### src/rtl/smr_pkg.sv
package smr_pkg;

    // Register word addresses
    localparam int REG_GEN  = 0;
    localparam int REG_CTRL = 1;
    localparam int REG_STAT = 2;
    localparam int REG_SIZE = 3;

    // Bit positions
    localparam int GB_KILL  = 3;
    localparam int GB_SRST  = 6;
    localparam int CB_START = 0;
    localparam int CB_MEIE  = 4;
    localparam int SB_MEIS  = 4;
    localparam int SB_MIS   = 5;
    localparam int DC_INT   = 6;
    localparam int DC_SOE   = 7;
    localparam int DS_OK    = 0;

    // Descriptor word 0
    typedef struct packed {
        logic [7:0] ctrl;
        logic [7:0] rd_len;
        logic [7:0] wr_len;
        logic [7:0] tgt_rw;
    } desc_cmd_t;

    // Descriptor word 1
    typedef struct packed {
        logic [7:0] tx_cnt;
        logic [7:0] rx_cnt;
        logic [7:0] retry;
        logic [7:0] status;
    } desc_res_t;

    function automatic desc_res_t make_result(desc_res_t old, logic [7:0] st,
                                              logic [7:0] rx, logic [7:0] tx);
        desc_res_t r;
        r.tx_cnt = tx;
        r.rx_cnt = rx;
        r.retry  = old.retry;
        r.status = st;
        return r;
    endfunction

endpackage

### src/rtl/smr_desc_store.sv
module smr_desc_store #(
    parameter int IDX_W  = 2,
    localparam int WORDS = (1 << IDX_W) * 4,
    localparam int MEM_AW = IDX_W + 2
) (
    input  logic              clk,
    input  logic              rst,
    input  logic              sw_we,
    input  logic [MEM_AW-1:0] sw_idx,
    input  logic [31:0]       sw_data,
    output logic [31:0]       sw_q,
    input  logic [IDX_W-1:0]  ent_idx,
    output logic [31:0]       ent_w0,
    output logic [31:0]       ent_w1,
    output logic [63:0]       ent_ptr,
    input  logic              wb_en,
    input  logic [31:0]       wb_data
);
    logic [31:0] mem [WORDS];

    always_ff @(posedge clk) begin
        if (rst) begin
            for (int i = 0; i < WORDS; i++) mem[i] <= '0;
        end else begin
            if (sw_we) mem[sw_idx] <= sw_data;
            // hardware write-back wins over a same-word software write
            if (wb_en) mem[{ent_idx, 2'b01}] <= wb_data;
        end
    end

    assign sw_q    = mem[sw_idx];
    assign ent_w0  = mem[{ent_idx, 2'b00}];
    assign ent_w1  = mem[{ent_idx, 2'b01}];
    assign ent_ptr = {mem[{ent_idx, 2'b11}], mem[{ent_idx, 2'b10}]};
endmodule

### src/rtl/smr_ring_seq.sv
module smr_ring_seq #(
    parameter int IDX_W = 2
) (
    input  logic             clk,
    input  logic             rst,
    input  logic             start,
    input  logic [IDX_W-1:0] head,
    input  logic [IDX_W-1:0] ring_last,
    input  logic             kill,
    input  logic             eng_done,
    input  logic             stop_err,
    output logic             busy,
    output logic             in_prog,
    output logic [IDX_W-1:0] tail,
    output logic             done_evt,
    output logic             kill_evt
);
    logic [IDX_W-1:0] tail_nxt;
    logic             launch;

    assign tail_nxt = (tail == ring_last) ? '0 : tail + 1'b1;
    assign launch   = start && (tail != head);
    assign kill_evt = busy && kill;
    assign done_evt = busy && eng_done && !kill;

    always_ff @(posedge clk) begin
        if (rst) begin
            busy    <= 1'b0;
            in_prog <= 1'b0;
            tail    <= '0;
        end else if (busy) begin
            if (kill) begin
                busy    <= 1'b0;
                in_prog <= 1'b0;
            end else if (eng_done) begin
                busy <= 1'b0;
                tail <= tail_nxt;
                if (stop_err || tail_nxt == head) in_prog <= 1'b0;
            end
        end else begin
            busy    <= launch;
            in_prog <= launch;
        end
    end

    // a request is never outstanding without in-progress
    p_req_in_prog_r3: assert property (@(posedge clk) disable iff (rst)
        busy |-> in_prog);

    // tail moves only on a finished descriptor
    p_tail_hold_r5: assert property (@(posedge clk) disable iff (rst)
        !busy |=> $stable(tail));

    // caught up means no fetch next cycle
    p_caught_up_r6: assert property (@(posedge clk) disable iff (rst)
        (!busy && tail == head) |=> !busy);

    // kill ends the descriptor and keeps the tail
    p_kill_holds_tail_r11: assert property (@(posedge clk) disable iff (rst)
        kill_evt |=> (!busy && !in_prog && $stable(tail)));
endmodule

### src/rtl/smb_ring_master.sv
module smb_ring_master
    import smr_pkg::*;
#(
    parameter int MAX_ENTRIES = 4,
    parameter int ADDR_W      = 6,
    parameter int DESC_BASE   = 16
) (
    input  logic              clk,
    input  logic              rst,
    input  logic              csr_we,
    input  logic [ADDR_W-1:0] csr_addr,
    input  logic [31:0]       csr_wdata,
    output logic [31:0]       csr_rdata,
    output logic              eng_req,
    output logic              eng_abort,
    output logic [7:0]        eng_tgt_rw,
    output logic [7:0]        eng_wr_len,
    output logic [7:0]        eng_rd_len,
    output logic [7:0]        eng_ctrl,
    output logic [63:0]       eng_dptr,
    input  logic              eng_done,
    input  logic [7:0]        eng_status,
    input  logic [7:0]        eng_rx_cnt,
    input  logic [7:0]        eng_tx_cnt,
    output logic              irq
);
    localparam int IDX_W      = (MAX_ENTRIES > 1) ? $clog2(MAX_ENTRIES) : 1;
    localparam int DESC_WORDS = (1 << IDX_W) * 4;
    localparam int MEM_AW     = IDX_W + 2;

    logic [IDX_W-1:0]  head_q, ring_last_q, tail;
    logic              start_q, meie_q, mis_q, meis_q;
    logic              busy, in_prog, done_evt, kill_evt, halt_evt;
    logic              wr_gen, wr_ctrl, wr_stat, wr_size, srst, kill, in_win;
    logic [ADDR_W-1:0] win_off;
    logic [31:0]       sw_q, ent_w0, ent_w1, wb_data;
    desc_cmd_t         cmd;
    desc_res_t         res;

    // Register decode
    assign wr_gen  = csr_we && (csr_addr == ADDR_W'(REG_GEN));
    assign wr_ctrl = csr_we && (csr_addr == ADDR_W'(REG_CTRL));
    assign wr_stat = csr_we && (csr_addr == ADDR_W'(REG_STAT));
    assign wr_size = csr_we && (csr_addr == ADDR_W'(REG_SIZE));
    assign srst    = wr_gen && csr_wdata[GB_SRST];
    assign kill    = wr_gen && csr_wdata[GB_KILL];
    assign win_off = csr_addr - ADDR_W'(DESC_BASE);
    assign in_win  = (csr_addr >= ADDR_W'(DESC_BASE)) && (win_off < ADDR_W'(DESC_WORDS));

    assign cmd      = desc_cmd_t'(ent_w0);
    assign res      = desc_res_t'(ent_w1);
    assign halt_evt = done_evt && !eng_status[DS_OK] && cmd.ctrl[DC_SOE];
    assign wb_data  = kill_evt ? make_result(res, 8'h00, res.rx_cnt, res.tx_cnt)
                               : make_result(res, eng_status, eng_rx_cnt, eng_tx_cnt);

    smr_desc_store #(.IDX_W(IDX_W)) u_store (
        .clk     (clk),
        .rst     (rst),
        .sw_we   (csr_we && in_win),
        .sw_idx  (win_off[MEM_AW-1:0]),
        .sw_data (csr_wdata),
        .sw_q    (sw_q),
        .ent_idx (tail),
        .ent_w0  (ent_w0),
        .ent_w1  (ent_w1),
        .ent_ptr (eng_dptr),
        .wb_en   (done_evt || kill_evt),
        .wb_data (wb_data)
    );

    smr_ring_seq #(.IDX_W(IDX_W)) u_seq (
        .clk       (clk),
        .rst       (rst || srst),
        .start     (start_q),
        .head      (head_q),
        .ring_last (ring_last_q),
        .kill      (kill),
        .eng_done  (eng_done),
        .stop_err  (!eng_status[DS_OK] && cmd.ctrl[DC_SOE]),
        .busy      (busy),
        .in_prog   (in_prog),
        .tail      (tail),
        .done_evt  (done_evt),
        .kill_evt  (kill_evt)
    );

    always_ff @(posedge clk) begin
        if (rst || srst) begin
            start_q     <= 1'b0;
            meie_q      <= 1'b0;
            head_q      <= '0;
            ring_last_q <= '0;
            mis_q       <= 1'b0;
            meis_q      <= 1'b0;
        end else begin
            if (wr_ctrl) begin
                start_q <= csr_wdata[CB_START];
                meie_q  <= csr_wdata[CB_MEIE];
                head_q  <= csr_wdata[16 +: IDX_W];
            end
            if (wr_size)
                ring_last_q <= (csr_wdata[7:0] > 8'(MAX_ENTRIES - 1)) ?
                               IDX_W'(MAX_ENTRIES - 1) : csr_wdata[IDX_W-1:0];
            if (wr_stat && csr_wdata[SB_MIS])  mis_q  <= 1'b0;
            if (wr_stat && csr_wdata[SB_MEIS]) meis_q <= 1'b0;
            if (done_evt && cmd.ctrl[DC_INT])  mis_q  <= 1'b1;
            if (halt_evt) begin
                start_q <= 1'b0;
                if (meie_q) meis_q <= 1'b1;
            end
            if (kill_evt) start_q <= 1'b0;
        end
    end

    always_comb begin
        csr_rdata = '0;
        if (in_win) csr_rdata = sw_q;
        else begin
            case (csr_addr)
                ADDR_W'(REG_CTRL): csr_rdata = {8'h00, 8'(head_q), 11'h000, meie_q, 3'b000, start_q};
                ADDR_W'(REG_STAT): csr_rdata = {8'h00, 8'(tail), 10'h000, mis_q, meis_q, 3'b000, in_prog};
                ADDR_W'(REG_SIZE): csr_rdata = {24'h000000, 8'(ring_last_q)};
                default:           csr_rdata = '0;
            endcase
        end
    end

    assign eng_req    = busy;
    assign eng_abort  = kill_evt;
    assign eng_tgt_rw = cmd.tgt_rw;
    assign eng_wr_len = cmd.wr_len;
    assign eng_rd_len = cmd.rd_len;
    assign eng_ctrl   = cmd.ctrl;
    assign irq        = mis_q || meis_q;

    // completion flag rises only after a finished descriptor asking for it
    p_mis_cause_r7: assert property (@(posedge clk) disable iff (rst || srst)
        $rose(mis_q) |-> $past(done_evt && cmd.ctrl[DC_INT]));

    // stop-on-error failure clears start and in-progress
    p_halt_stops_r9: assert property (@(posedge clk) disable iff (rst)
        (halt_evt && !srst) |=> (!start_q && !in_prog));

    // abort only while a descriptor is in flight
    p_abort_busy_r11: assert property (@(posedge clk) disable iff (rst)
        eng_abort |-> eng_req);
endmodule

### config.mk
export PLATFORM = sky130hd
export DESIGN_NAME = smb_ring_master
export DESIGN_NICKNAME = d
export VERILOG_FILES = /design/src/rtl/smr_pkg.sv /design/src/rtl/smr_desc_store.sv /design/src/rtl/smr_ring_seq.sv /design/src/rtl/smb_ring_master.sv
export SDC_FILE = /design/constraint.sdc
export NUM_CORES = 1
export LEC_CHECK = 0
export CAP_MARGIN = 25
export CORE_MARGIN = 2
export CORE_UTILIZATION = 32
export CTS_BUF_LIST = sky130_fd_sc_hd__clkbuf_2 sky130_fd_sc_hd__clkbuf_4 sky130_fd_sc_hd__clkbuf_8
export CTS_CLUSTER_SIZE = 24
export DETAILED_ROUTE_END_ITERATION = 8
export PLACE_DENSITY_LB_ADDON = 0.08
export SYNTH_ARGS = -nofsm -noshare
export SYNTH_HDL_FRONTEND = slang
export SYNTH_SLANG_ARGS = --single-unit
export TNS_END_PERCENT = 30
### constraint.sdc
create_clock -name clk -period 2.85 [get_ports clk]
set_input_delay 0.57 -clock clk [delete_from_list [all_inputs] [get_ports clk]]
set_output_delay 0.57 -clock clk [all_outputs]
set_load 0.02 [all_outputs]
; ---- Word level (Yosys, flattened, before mapping)
; Memory sizes are Yosys's and may differ from the RTL's. A register that Yosys moved wholly into a read port is not among the register bits.
; Cells that the tools add are included.
[classes]
n_eq_ne = 12
add_sub_neg = 2
bitwise_logic = 4
shifts = 0
n_lt_le_gt_ge = 3
muxes = 37
multipliers = 0
n_div = 0
reduce_logical = 33
[op_table]
columns = cell, n
row1 = 32-bit 2-to-1 mux, 4
row2 = 32-bit OR reduction, 2
row3 = 18-bit case mux with 3 select lines, 1
row4 = 4-bit 2-to-1 mux, 8
row5 = 1-bit 2-to-1 mux, 21
row6 = 1-bit logical AND, 18
row7 = 6-bit by 2-bit == test with 1-bit output (second input constant), 2
row8 = 8-bit by 2-bit greater-than comparator with 1-bit output (second input constant), 1
row9 = 6-bit by 1-bit == test with 1-bit output (second input constant), 1
row10 = 6-bit by 5-bit >= comparator with 1-bit output (second input constant), 1
row11 = 6-bit logical NOT, 1
row12 = 6-bit by 5-bit less-than comparator with 1-bit output (second input constant), 1
row13 = 3-bit by 2-bit != test with 1-bit output (second input constant), 2
row14 = 3-bit AND reduction, 2
row15 = 6-bit by 5-bit subtractor with 6-bit output (second input constant), 1
row16 = 2-bit == test, 2
row17 = 4-bit == test, 1
row18 = 1-bit logical OR, 4
row19 = 2-bit 2-to-1 mux, 2
row20 = 2-bit AND reduction, 2
row21 = 3-bit 2-to-1 mux, 1
row22 = 1-bit != test (second input constant), 3
row23 = 3-bit OR reduction, 1
row24 = 2-bit by 1-bit adder with 2-bit output (second input constant), 1
row25 = other kinds (5), 8
[word_totals]
mem_bits_ro = 0
latchBits = 0
in_bits = 66
mem_bits_rw = 512
n_memories = 1
out_inout_bits = 131
word_cells = 101
register_bits = 12
[memory_table]
columns = name, words, word_bits, read_ports, rd_ports_with_merged_regs, wr, line
row1 = u_store.mem, 16, 32, 4, 3, 16, smr_desc_store.sv:19  ; logic [31:0] mem [WORDS];

; ---- Longest topological paths before layout
[logic_depth]
word_depth = 14
mapped_depth = 8
mapped_depth_nobuf = 7

; ---- Modules after synthesis
; Synthesis repeated with hierarchy kept, for this count alone.
[hier_totals]
cells_unflattened = 1769
area_unflattened_um2 = 27741.6
[by_module_without_submodules]
columns = mod, seq_area_each_um2, area_per_inst_um2, n_inst, cells_each
row1 = smr_desc_store, 15374.7, 26387.8, 1, 1599
row2 = smb_ring_master, 160.2, 1016.0, 1, 129
row3 = smr_ring_seq, 80.1, 337.8, 1, 41

; ---- Least setup slack after synthesis
; OpenSTA, ideal clock, no wires.
[synth_timing]
kind = input port to output port
start = input port csr_addr[0]
end = output port csr_rdata[0]
required_ns = 2.280
path_stages = 5
t_arrival_ns = 1.934
slack_ns = 0.346
path_buffers = 2
cell_sequence = buf_2 > buf_2 > mux4_2 > a22oi_1 > o211ai_1
[synth_via]
elab_chain_cells = 4
elab_cells_between_ends = 10
cone_classes = 1 x add/sub / 2 x order compare / 3 x eq/ne / 2 x mux / 1 x reduce/logical / 1 x memory
[synth_rtl]
columns = item, line
row1 = start: declaration, smb_ring_master.sv:11  ; input logic [ADDR_W-1:0] csr_addr,
row2 = 6-bit by 5-bit subtractor with 6-bit output, smb_ring_master.sv:47  ; assign win_off = csr_addr - ADDR_W'(DESC_BASE);
row3 = 6-bit by 5-bit less-than comparator with 1-bit output, smb_ring_master.sv:48  ; assign in_win = (csr_addr >= ADDR_W'(DESC_BASE)) && (win_off < ADDR_W'(DESC_WORDS));
row4 = 1-bit logical AND, smb_ring_master.sv:48
row5 = 32-bit 2-to-1 mux (*), smb_ring_master.sv:117  ; if (in_win) csr_rdata = sw_q;
row6 = end: declaration, smb_ring_master.sv:13  ; output logic [31:0] csr_rdata,
; Mark *: on every way between the ends. The rest lies on a longest branch, timed or not.

==> flow_summary.ini <==
[power]
total_power_w = 0.0189
power_frac_comb = 0.116
power_density_nw_per_um2 = 540
power.internal_w = 0.0141
p_clk_frac = 0.405
p_sw_w = 0.00480
seqPwrFrac = 0.479
power_leakage_nw = 12.5
irDropWorstVdd_v = 0.000295
switching_share = 0.253

[synth]
synth_cells = 1850
ys_warn_count = 0
ys_seq_area_frac = 0.578
post-synth-top-area-fraction = 0.568
ys.flop_type = edfxtp_1
syn_area_per_cell_um2 = 14.6
yosys-top-cells-count = 512 x edfxtp_1, 290 x and2_1, 223 x mux4_2
synth_cell_types = 59
synth_top_area_cell = edfxtp_1
yosysMostFrequentCell = edfxtp_1
synth_edf_count = 512
synth_area_leaders = edfxtp_1 57%, mux4_2 19%, and2_1 6.7%
ys_seq_elements = 526
async_flop_share = 0
synth.cell_area_um2 = 27100
synth.net_count = 1920

[detailed_routing]
vias = 19000
vias_per_cell = 5.52
drc = 0
routedWlPerCell_um = 31.2
drtAntennaViolNets = 0
first_pass_iters = 6
drt_iter0_markers = 1903
wirelength_um = 108000

[placement]
dpl.hpwl_um = 70100
dp_cells = 3239
port_buffers = 196
place.gp.congestion = 0.858

[sta]
finalHoldViolations = 0
setup_viol_count_final = 3
period_share = 1.01
rsz0062_at_grt = yes
max_freq_mhz = 347
tightest_slew_ns = 0.667
worst_slack_ns = -0.0357
slew_violations = 0
slew_headroom = 0.554
fin_crit_ns = 2.89
clock_skew_ns = 0.0341

[clocking]
cts_tree = yes
clkTransAtPathRegs_ns = 0.06
numCtsBuffers = 98
cts_root_buffer = clkbuf_8
htree_levels = 3
clock_sinks = 526
clk_latency_ns = 0.70
clockBufferDepth = 3

[cells_and_area]
fin_cells = 3446
nets = 2305
syn2layout_area_growth_pct = 29.5
drive_above_1_share = 0.377

[global_route]
grt.total_usage = 0.249
busiest_layer = met2
grt_use_met2 = 0.398
grt_max_degree = 45
grt.overflow.total = 0
grt_pass1_wl_um = 152000
use_met1 = 0.345
grt_pass1_vias = 19800
grt_antenna_before_repair = 9
grtUsageMet3 = 0.0455

[floorplan]
die_area_um2 = 86900
start_util = 0.323
std_cell_rows = 106
die_x_um = 295
io-pin-count = 197
core-area_um2 = 83700
die_h_um = 295

[status]
status = finished with violations
violations = setup timing

[critical_path]
cp_max_fo = 12
end_kind = output port
crit_top_cell = buf_12
r2r_slack_ns = 0.71
arrival_ns = 2.32
critPathKind = reg -> out
slowest_delay_ns = 0.59
path_cells = buf_12 > buf_12 > buf_16 > mux4_2 > buf_2
worstPathRequired_ns = 2.28
reg2reg_depth = 6
cp-start-kind = register
slowest_stage = mux4_2
rr_startpoint = u_seq.busy
rr_endpoint = u_store.mem[5][18]

[worst_hold_path]
min_path_cells = 5
hold_end = meis_q
min_from = csr_addr[1]
min_path_type = in -> reg

[flow_run]
maxCapViolCount = 0
## flip-flops by register name (all words and copies together) (netlist names), named ones only
name / flops
u_seq.in_prog: 1
meie_q: 1
mis_q: 1
u_store.mem: 512
meis_q: 1
ring_last_q: 2
head_q: 2
start_q: 1
u_seq.tail: 2
u_seq.busy: 1
## per-stage QoR
| stage | hold slack [ns] | utilization | setup TNS [ns] | setup slack, ns | area (um^2) |
|---|---|---|---|---|---|
| after CTS | 0.476 | 0.418 | -6.75 | -0.194 | 35000 |
| after detailed placement | 0.522 | 0.389 | -72.04 | -0.586 | 32600 |
| after floorplan | 0.479 | - | 0 | 0.346 | 27100 |
| after global routing | 0.526 | 0.419 | -0.864 | -0.0818 | 35100 |
| after global placement | 0.518 | 0.389 | -70.00 | -0.551 | 32600 |
| final | 0.537 | 0.419 | -0.0488 | -0.0357 | 35100 |
## power groups by stage
stage | clock [W] | sequential (W) | combinational, W
after floorplan | 0 | 0.00909 | 0.00107
after global placement | 0 | 0.00921 | 0.00216
after detailed placement | 0 | 0.00921 | 0.00215
after CTS | 0.00783 | 0.00906 | 0.00219
after global routing | 0.00817 | 0.00909 | 0.00230
final | 0.00767 | 0.00906 | 0.00219
## cell usage in the layout (no fill, tap or decap), types with 9 or more instances in the layout
cell type,synthesis,routed
a21oi_1,15,10
and2_1,290,290
buf_12,0,95
buf_16,0,11
buf_2,59,63
buf_4,10,175
buf_6,6,38
clkbuf_4,0,31
clkbuf_8,0,103
clkdlybuf4s15_1,0,9
clkdlybuf4s50_1,0,63
clkinv_1,0,18
clkinv_2,0,13
dfxtp_1,14,12
edfxtp_1,512,512
inv_1,16,15
mux2i_1,60,35
mux2i_2,0,19
mux4_2,223,223
nand2_1,107,101
nand2_2,3,9
nand3_1,53,53
nor2_1,54,51
nor3_1,65,65
nor4_1,35,35
o21ai_0,28,26
o21ai_1,28,29
o22ai_1,75,71
or2_2,14,14
## critical path: cells and delay by family (launching register included)
family	cells	cell delay [ns]
buf+inv	4	0.63
flops	1	0.41
mux	1	0.59
## final cells by class
class | count | area, um^2
clock inverters | 41 | 354
repair buffers | 470 | 5150
clock buffers | 134 | 1650
inverters | 17 | 71.3
diodes | 2 | 5.00
fillers | 7734 | 48600
flip-flops and latches | 526 | 15700
well taps | 1134 | 1420
multi-input cells | 1122 | 10800
## layer usage
layer,vias up,wire length (um)
li1,8000,-
met2,860,50900
met1,9972,46100
met3,176,7750
met4,4,2820
met5,-,21
## worst max-delay path by stage
stage                      startpoint             to  depth (start not counted)
final                        register  eng_rd_len[1]                          5
after global routing         register  eng_rd_len[1]                          5
after CTS                    register  eng_tgt_rw[2]                          3
after detailed placement  csr_addr[4]  csr_rdata[16]                          8
after global placement    csr_addr[4]   csr_rdata[0]                          8
after floorplan           csr_addr[0]   csr_rdata[0]                          5
## cell families (layout without fill, tap and decap cells)
family | count (synthesis) | in the layout | synth area share
buf+inv | 202 | 662 | 0.0339
xor+xnor | 6 | 6 | 0.00194
mux | 285 | 285 | 0.209
simple gates | 660 | 660 | 0.138
fa+ha+maj | 4 | 4 | 0.00185
other cells | 0 | 2 | 0
compound gates | 167 | 167 | 0.0375
flops | 526 | 526 | 0.578
## what timing repair did
| action | in CTS | in global routing |
|---|---|---|
| setup endpoints to repair | 129 | 103 |
| buffers inserted | 23 | 3 |
| resized for setup | 561 | 74 |
| pin swaps | 11 | 1 |
| hold buffers | 0 | 0 |
| cloned | 6 | 0 |
(Power assumes the default switching activity.)
